File: config.mk
export PLATFORM = sky130hd
export DESIGN_NAME = branch_unit
export DESIGN_NICKNAME = d
export VERILOG_FILES = /design/src/rtl/branch_pkg.sv /design/src/rtl/branch_ctrl.sv /design/src/rtl/branch_dp.sv /design/src/rtl/branch_unit.sv
export SDC_FILE = /design/constraint.sdc
export NUM_CORES = 1
export LEC_CHECK = 0
export BUFFER_PORTS_ARGS = -buffer_cell sky130_fd_sc_hd__buf_4
export CAP_MARGIN = 40
export CORE_MARGIN = 4
export CORE_UTILIZATION = 45
export DETAILED_ROUTE_END_ITERATION = 10
export PLACE_DENSITY_LB_ADDON = 0.3
export SYNTH_ARGS = -nofsm -noshare
export SYNTH_HDL_FRONTEND = slang
export SYNTH_HIERARCHICAL = 1
export SYNTH_SLANG_ARGS = --single-unit
File: constraint.sdc
create_clock -name clk -period 4.8 [get_ports clk]
set_input_delay 0.72 -clock clk [delete_from_list [all_inputs] [get_ports clk]]
set_output_delay 0.72 -clock clk [all_outputs]
set_load 0.01 [all_outputs]
File: src/rtl/branch_pkg.sv
package branch_pkg;

  typedef enum logic [2:0] {
    OP_STEP = 3'd0,
    OP_JUMP = 3'd1,
    OP_LOC  = 3'd2,
    OP_CALL = 3'd3,
    OP_RET  = 3'd4,
    OP_SWAP = 3'd5,
    OP_PINJ = 3'd6
  } opKind_t;

  typedef struct packed {
    logic takeTarget;
    logic takeSrc;
    logic takePop;
    logic step;
    logic push;
    logic pop;
    logic linkJmp;
    logic linkLoc;
    logic linkSwap;
    logic restZ;
    logic restC;
    logic aluFlags;
  } brStrobe_t;

endpackage

File: src/rtl/branch_ctrl.sv
module branch_ctrl
  import branch_pkg::*;
(
  input  logic       opValid,
  input  logic [2:0] opKind,
  input  logic       pinInvert,
  input  logic       wrZ,
  input  logic       wrC,
  input  logic       flagWe,
  input  logic       pinHit,
  output brStrobe_t  st
);

  opKind_t kind;
  assign kind = opKind_t'(opKind);

  always_comb begin
    st = '0;
    if (opValid) begin
      st.aluFlags = flagWe && (kind != OP_SWAP);
      case (kind)
        OP_JUMP: begin
          st.takeTarget = 1'b1;
          st.linkJmp    = 1'b1;
        end
        OP_LOC: begin
          st.step    = 1'b1;
          st.linkLoc = 1'b1;
        end
        OP_CALL: begin
          st.takeTarget = 1'b1;
          st.push       = 1'b1;
        end
        OP_RET: begin
          st.takePop = 1'b1;
          st.pop     = 1'b1;
        end
        OP_SWAP: begin
          st.takeSrc  = 1'b1;
          st.linkSwap = 1'b1;
          st.restZ    = wrZ;
          st.restC    = wrC;
        end
        OP_PINJ: begin
          if (pinHit ^ pinInvert) st.takeTarget = 1'b1;
          else                    st.step       = 1'b1;
        end
        default: st.step = 1'b1;
      endcase
    end
  end

endmodule

File: src/rtl/branch_dp.sv
module branch_dp
  import branch_pkg::*;
#(
  parameter int PC_W      = 17,
  parameter int OFF_W     = 9,
  parameter int DEPTH     = 4,
  parameter int NPINS     = 64,
  parameter int RADDR_W   = 9,
  parameter int DATA_W    = 32,
  parameter int LINK_ADDR = 'h1EF,
  parameter int HUB_BASE  = 'h200
) (
  input  logic                     clk,
  input  logic                     rstN,
  input  brStrobe_t                st,
  input  logic                     relMode,
  input  logic [PC_W-1:0]          immAddr,
  input  logic [OFF_W-1:0]         relOff,
  input  logic [PC_W+1:0]          srcVal,
  input  logic [RADDR_W-1:0]       dstAddr,
  input  logic [$clog2(NPINS)-1:0] pinSel,
  input  logic [NPINS-1:0]         pins,
  input  logic                     flagZIn,
  input  logic                     flagCIn,
  output logic [PC_W-1:0]          pc,
  output logic                     flagZ,
  output logic                     flagC,
  output logic                     hubMode,
  output logic                     underflow,
  output logic                     wbEn,
  output logic [RADDR_W-1:0]       wbAddr,
  output logic [DATA_W-1:0]        wbData,
  output logic                     pinHit
);

  localparam int CNT_W = $clog2(DEPTH + 1);

  logic [PC_W-1:0]   pcNext, target, stackTop;
  logic [PC_W-1:0]   stack [DEPTH];
  logic [CNT_W-1:0]  count;
  logic [NPINS-1:0]  pinReg;
  logic [DATA_W-1:0] linkWord, locWord;
  logic              empty;

  assign pcNext   = pc + 1'b1;
  assign target   = relMode ? pcNext + {{(PC_W-OFF_W){relOff[OFF_W-1]}}, relOff} : immAddr;
  assign empty    = (count == '0);
  assign stackTop = empty ? '0 : stack[0];
  assign pinHit   = pinReg[pinSel];
  assign hubMode  = (pc >= PC_W'(HUB_BASE));

  always_comb begin
    linkWord = '0;
    linkWord[PC_W-1:0] = pcNext;
    linkWord[PC_W]     = flagC;
    linkWord[PC_W+1]   = flagZ;
    locWord = '0;
    locWord[PC_W-1:0]  = target;
  end

  // PC, flags and pin sampling
  always_ff @(posedge clk) begin
    if (!rstN) begin
      pc        <= '0;
      flagZ     <= 1'b0;
      flagC     <= 1'b0;
      underflow <= 1'b0;
      pinReg    <= '0;
    end else begin
      pinReg <= pins;
      if (st.takeTarget)   pc <= target;
      else if (st.takeSrc) pc <= srcVal[PC_W-1:0];
      else if (st.takePop) pc <= stackTop;
      else if (st.step)    pc <= pcNext;
      if (st.restZ)         flagZ <= srcVal[PC_W+1];
      else if (st.aluFlags) flagZ <= flagZIn;
      if (st.restC)         flagC <= srcVal[PC_W];
      else if (st.aluFlags) flagC <= flagCIn;
      if (st.pop && empty) underflow <= 1'b1;
    end
  end

  // Register write-back port
  always_ff @(posedge clk) begin
    if (!rstN) begin
      wbEn   <= 1'b0;
      wbAddr <= '0;
      wbData <= '0;
    end else begin
      wbEn <= st.linkJmp | st.linkLoc | st.linkSwap;
      if (st.linkJmp) begin
        wbAddr <= RADDR_W'(LINK_ADDR);
        wbData <= linkWord;
      end else if (st.linkLoc) begin
        wbAddr <= RADDR_W'(LINK_ADDR);
        wbData <= locWord;
      end else if (st.linkSwap) begin
        wbAddr <= dstAddr;
        wbData <= linkWord;
      end
    end
  end

  // Return stack: entry 0 is the most recent, a push shifts toward the oldest
  always_ff @(posedge clk) begin
    if (!rstN) begin
      count <= '0;
    end else if (st.push) begin
      if (count != CNT_W'(DEPTH)) count <= count + 1'b1;
    end else if (st.pop) begin
      if (!empty) count <= count - 1'b1;
    end
  end

  for (genvar i = 0; i < DEPTH; i++) begin : g_entry
    always_ff @(posedge clk) begin
      if (!rstN) begin
        stack[i] <= '0;
      end else if (st.push) begin
        if (i == 0) stack[i] <= pcNext;
        else        stack[i] <= stack[(i > 0) ? i-1 : 0];
      end else if (st.pop) begin
        if (i == DEPTH-1) stack[i] <= '0;
        else              stack[i] <= stack[(i < DEPTH-1) ? i+1 : i];
      end
    end
  end

endmodule

File: src/rtl/branch_unit.sv
module branch_unit
  import branch_pkg::*;
#(
  parameter int PC_W      = 17,
  parameter int OFF_W     = 9,
  parameter int DEPTH     = 4,
  parameter int NPINS     = 64,
  parameter int RADDR_W   = 9,
  parameter int DATA_W    = 32,
  parameter int LINK_ADDR = 'h1EF,
  parameter int HUB_BASE  = 'h200,
  localparam int SEL_W    = $clog2(NPINS)
) (
  input  logic               clk,
  input  logic               rstN,
  input  logic               opValid,
  input  logic [2:0]         opKind,
  input  logic               relMode,
  input  logic               pinInvert,
  input  logic               wrZ,
  input  logic               wrC,
  input  logic [PC_W-1:0]    immAddr,
  input  logic [OFF_W-1:0]   relOff,
  input  logic [PC_W+1:0]    srcVal,
  input  logic [RADDR_W-1:0] dstAddr,
  input  logic [SEL_W-1:0]   pinSel,
  input  logic [NPINS-1:0]   pins,
  input  logic               flagWe,
  input  logic               flagZIn,
  input  logic               flagCIn,
  output logic [PC_W-1:0]    pc,
  output logic               flagZ,
  output logic               flagC,
  output logic               hubMode,
  output logic               underflow,
  output logic               wbEn,
  output logic [RADDR_W-1:0] wbAddr,
  output logic [DATA_W-1:0]  wbData
);

  brStrobe_t st;
  logic      pinHit;

  branch_ctrl u_ctrl (
    .opValid  (opValid),
    .opKind   (opKind),
    .pinInvert(pinInvert),
    .wrZ      (wrZ),
    .wrC      (wrC),
    .flagWe   (flagWe),
    .pinHit   (pinHit),
    .st       (st)
  );

  branch_dp #(
    .PC_W(PC_W), .OFF_W(OFF_W), .DEPTH(DEPTH), .NPINS(NPINS),
    .RADDR_W(RADDR_W), .DATA_W(DATA_W), .LINK_ADDR(LINK_ADDR), .HUB_BASE(HUB_BASE)
  ) u_dp (
    .clk(clk), .rstN(rstN), .st(st),
    .relMode(relMode), .immAddr(immAddr), .relOff(relOff),
    .srcVal(srcVal), .dstAddr(dstAddr), .pinSel(pinSel), .pins(pins),
    .flagZIn(flagZIn), .flagCIn(flagCIn),
    .pc(pc), .flagZ(flagZ), .flagC(flagC), .hubMode(hubMode),
    .underflow(underflow), .wbEn(wbEn), .wbAddr(wbAddr), .wbData(wbData),
    .pinHit(pinHit)
  );

endmodule


==> flow_summary.toml <==
[synth]
synth.yosys.warnings = 6
syn_area_per_cell_sq_um = 10.40
mappedNetlistArea_sq_um = 8996
yosysSeqAreaShare_pct = 48.51
ys_ff_latch = 184
synth_cells = 865
synth_top_cell_area_share_pct = 25.81
synthTopCellsByArea = "dfxtp_1 (26%), edfxtp_1 (23%), mux4_2 (5.3%), and2_1 (4.9%), a22o_1 (3.9%)"
synth_edf_count = 68
synth_cell_types = 66
synth_top_area_cell = "dfxtp_1"
ys_async_sr_fraction_pct = 0
synth_flop_cell = "dfxtp_1"

[min_path]
hold_path_class = "reg -> reg"
hold_depth = 2
min_to = "u_dp/wbData[5]"
min_from = "u_dp/wbData[5]"

[clocking]
post_cts_resized = 0
cts_buffers = 17
post_cts.repair.setup_buffers = 0
root_buffer = "clkbuf_16"
htreeDepth = 4
cts_sinks = 184
clk_pin_slew_ns = 0.08
insertion_delay_ns = 0.45
ctsLongestPathBuffers = 2
cts_hold_buf = 0
cts_tree = "built"

[global_route]
top_usage_layer = "met2"
use_met3_pct = 3.586
overflow = 0
met2_usage_pct = 35.57
grt_pass1_vias = 6967
antenna_found_initial = 0
grtUsageTotal_pct = 21.97
grt_pass1_wl_um = 38170
met1_usage_pct = 30.14
grt_max_degree = 69

[die]
rows = 51
initial_core_util_pct = 45.92
fp.dieH_um = 149.4
core_area_sq_um = 19590
die_area_sq_um = 22320
ios = 200
die_w_um = 149.4

[worst_setup_path]
worstPathRequired_ns = 5.14
timing.rr.end = "u_dp/pc[13]"
path_class = "reg -> reg"
cp-start-kind = "flip-flop"
arrival_ns = 4.33
reg2reg_slack_ns = 0.81
slowest_stage = "dfxtp_1"
r2r-start = "u_dp/pc[0]"
worst_setup_path_end_kind = "flip-flop"
cp_max_fo = 7
cpMostUsedCell = "a32o_1"
r2r_cells = 11
cp_cell_sequence = "nand4_1, nor2_1, and3_1, xor2_1, ha_1, and2_1, a32o_1, o21ai_0, a21oi_1, mux2i_1, a32o_1"
critical_path.max_stage_delay_ns = 0.56

[timing]
relSlewSlack_pct = 39.67
rsz0062_at_grt = "false"
period_needed_ns = 3.992
max_freq_mhz = 250.5
skew_ns = 0.01398
slew_viol_final = 0
finalCritPeriodShare_pct = 83.16
worst-slew-pin-transition_ns = 0.8923
holdWs_ns = 0.4548
setup_viol = 0
hold_viol = 0
fin_setup_tns_ns = 0

[power_and_ir_drop]
ir_drop_mv = 0.2484
power.density_nw_per_um2 = 349.5
p_leak_nw = 4.699

[drt]
wl_um = 25040
viasPerCell = 5.582
drtPass1Iterations = 5
antenna_left = 0
routed-via-count = 7284
wl_per_cell_um = 19.18
drt_iter0_drc = 643
drcViolationCount = 0

[layout]
final_area_sq_um = 11220
area_growth_pct = 24.76
drive_above_1_share_pct = 26.15
final_nets = 1184
antennaDiodeCount = 0

[run_status]
outcome = "finished, final reports clean"

[placement]
place.gp.congestion = 0.9442
place_area_sq_um = 10590
dp_hpwl_um = 18320
io_buffer_count = 186

[job]
cap_violations = 0
[routing by layer]
| metal | wire (um) | up-vias |
|---|---|---|
| met2 | 11910 | 306 |
| met1 | 10770 | 3447 |
| met4 | 539 | 0 |
| li1 | - | 3503 |
| met5 | 0 | - |
| met3 | 1812 | 28 |
[per-stage QoR]
step	cells	worst slack [ns]	util, %	power [mW]
2_1_floorplan	877	0.5073	-	2.207
3_3_place_gp	1272	0.5178	53.96	2.483
3_5_place_dp	1273	0.4224	54.07	2.492
4_1_cts	1305	0.8804	57.29	3.942
5_1_grt	1305	0.5407	57.29	4.087
6_report	1305	0.8082	57.29	3.923
[where the power goes]
group	internal (mW)	switching (mW)
clock	0.729	0.730
combinational	0.324	0.366
sequential	1.71	0.0657
[synthesized netlist by cell type, drive strengths merged (20+ instances only)]
library cell / instances
nor2: 56
nand2: 58
a21oi: 55
mux2i: 24
o21ai: 28
a22o: 40
edfxtp: 68
and2: 70
mux4: 21
clkbuf: 54
inv: 20
dfxtp: 116
and3: 22
nor3: 21
[registers in the layout, summed over array words and instances, names as in the netlist]
signal          count
u_dp/count          3
u_dp/flagC          1
u_dp/flagZ          1
u_dp/pc            17
u_dp/pinReg        64
u_dp/stack         68
u_dp/underflow      1
u_dp/wbAddr         9
u_dp/wbData        19
u_dp/wbEn           1
[final cells by class]
| class | instances | area [sq um] |
|---|---|---|
| fillers | 1690 | 8367 |
| flip-flops and latches | 184 | 4364 |
| multi-input cells | 600 | 4277 |
| repair buffers | 204 | 1544 |
| clock buffers | 17 | 425.4 |
| well taps | 265 | 331.6 |
| clock inverters | 15 | 206.4 |
| inverters | 20 | 75.07 |
[critical path: cells and delay by family, from the launching register on]
kind	cells	cell delay, ns
AOI/OAI and AO/OA	4	1.33
and+or+nand+nor	4	0.98
DFF	1	0.56
xor gates and xnor gates	1	0.46
adders and majority gates	1	0.39
muxes	1	0.17
[worst max-delay path by stage]
| stage | start | to | slack (ns) | cells past startpoint |
|---|---|---|---|---|
| after detailed placement | pinSel[0] | u_dp/pc[12] | 0.42 | 13 |
| after global placement | pinSel[0] | u_dp/pc[12] | 0.52 | 13 |
| after global routing | u_dp/pc[0] | u_dp/pc[14] | 0.54 | 12 |
| final | u_dp/pc[0] | u_dp/pc[13] | 0.81 | 11 |
| after CTS | pinSel[0] | u_dp/pc[1] | 0.88 | 13 |
| after floorplan | pinSel[1] | u_dp/pc[5] | 0.51 | 12 |
[logic make-up (layout without fill, tap and decap cells)]
| group | after synthesis | in the layout | synth area share [%] |
|---|---|---|---|
| muxes | 46 | 46 | 8.053 |
| xor gates and xnor gates | 28 | 28 | 2.879 |
| other | 1 | 13 | 0.04168 |
| and+or+nand+nor | 274 | 274 | 15.73 |
| buffers and inverters | 93 | 256 | 4.687 |
| AOI/OAI and AO/OA | 219 | 219 | 17.15 |
| DFF | 184 | 184 | 48.51 |
| adders and majority gates | 20 | 20 | 2.949 |
[placed cells by master (no fill, tap or decap), types with 6 or more instances in the layout]
cell | netlist | layout
nor3_1 | 20 | 19
conb_1 | 1 | 13
xnor2_1 | 18 | 18
a22oi_1 | 7 | 7
a21o_1 | 9 | 9
nor2b_1 | 9 | 9
a211oi_1 | 12 | 12
o21ai_0 | 26 | 26
mux4_2 | 21 | 21
and3_1 | 22 | 22
dfxtp_1 | 116 | 116
o21a_1 | 6 | 6
a22o_1 | 40 | 40
clkbuf_16 | 0 | 17
mux2i_1 | 24 | 24
edfxtp_1 | 68 | 68
nand3_1 | 11 | 11
buf_4 | 15 | 203
nor2_1 | 56 | 55
inv_1 | 18 | 18
ha_1 | 18 | 18
o31ai_1 | 9 | 9
and2_1 | 70 | 70
a21oi_1 | 55 | 55
o211ai_1 | 8 | 8
xor2_1 | 9 | 9
nand2_1 | 58 | 58
a221oi_1 | 12 | 12
nor4_1 | 7 | 6
No activity file was read; power rests on OpenSTA's default activity.
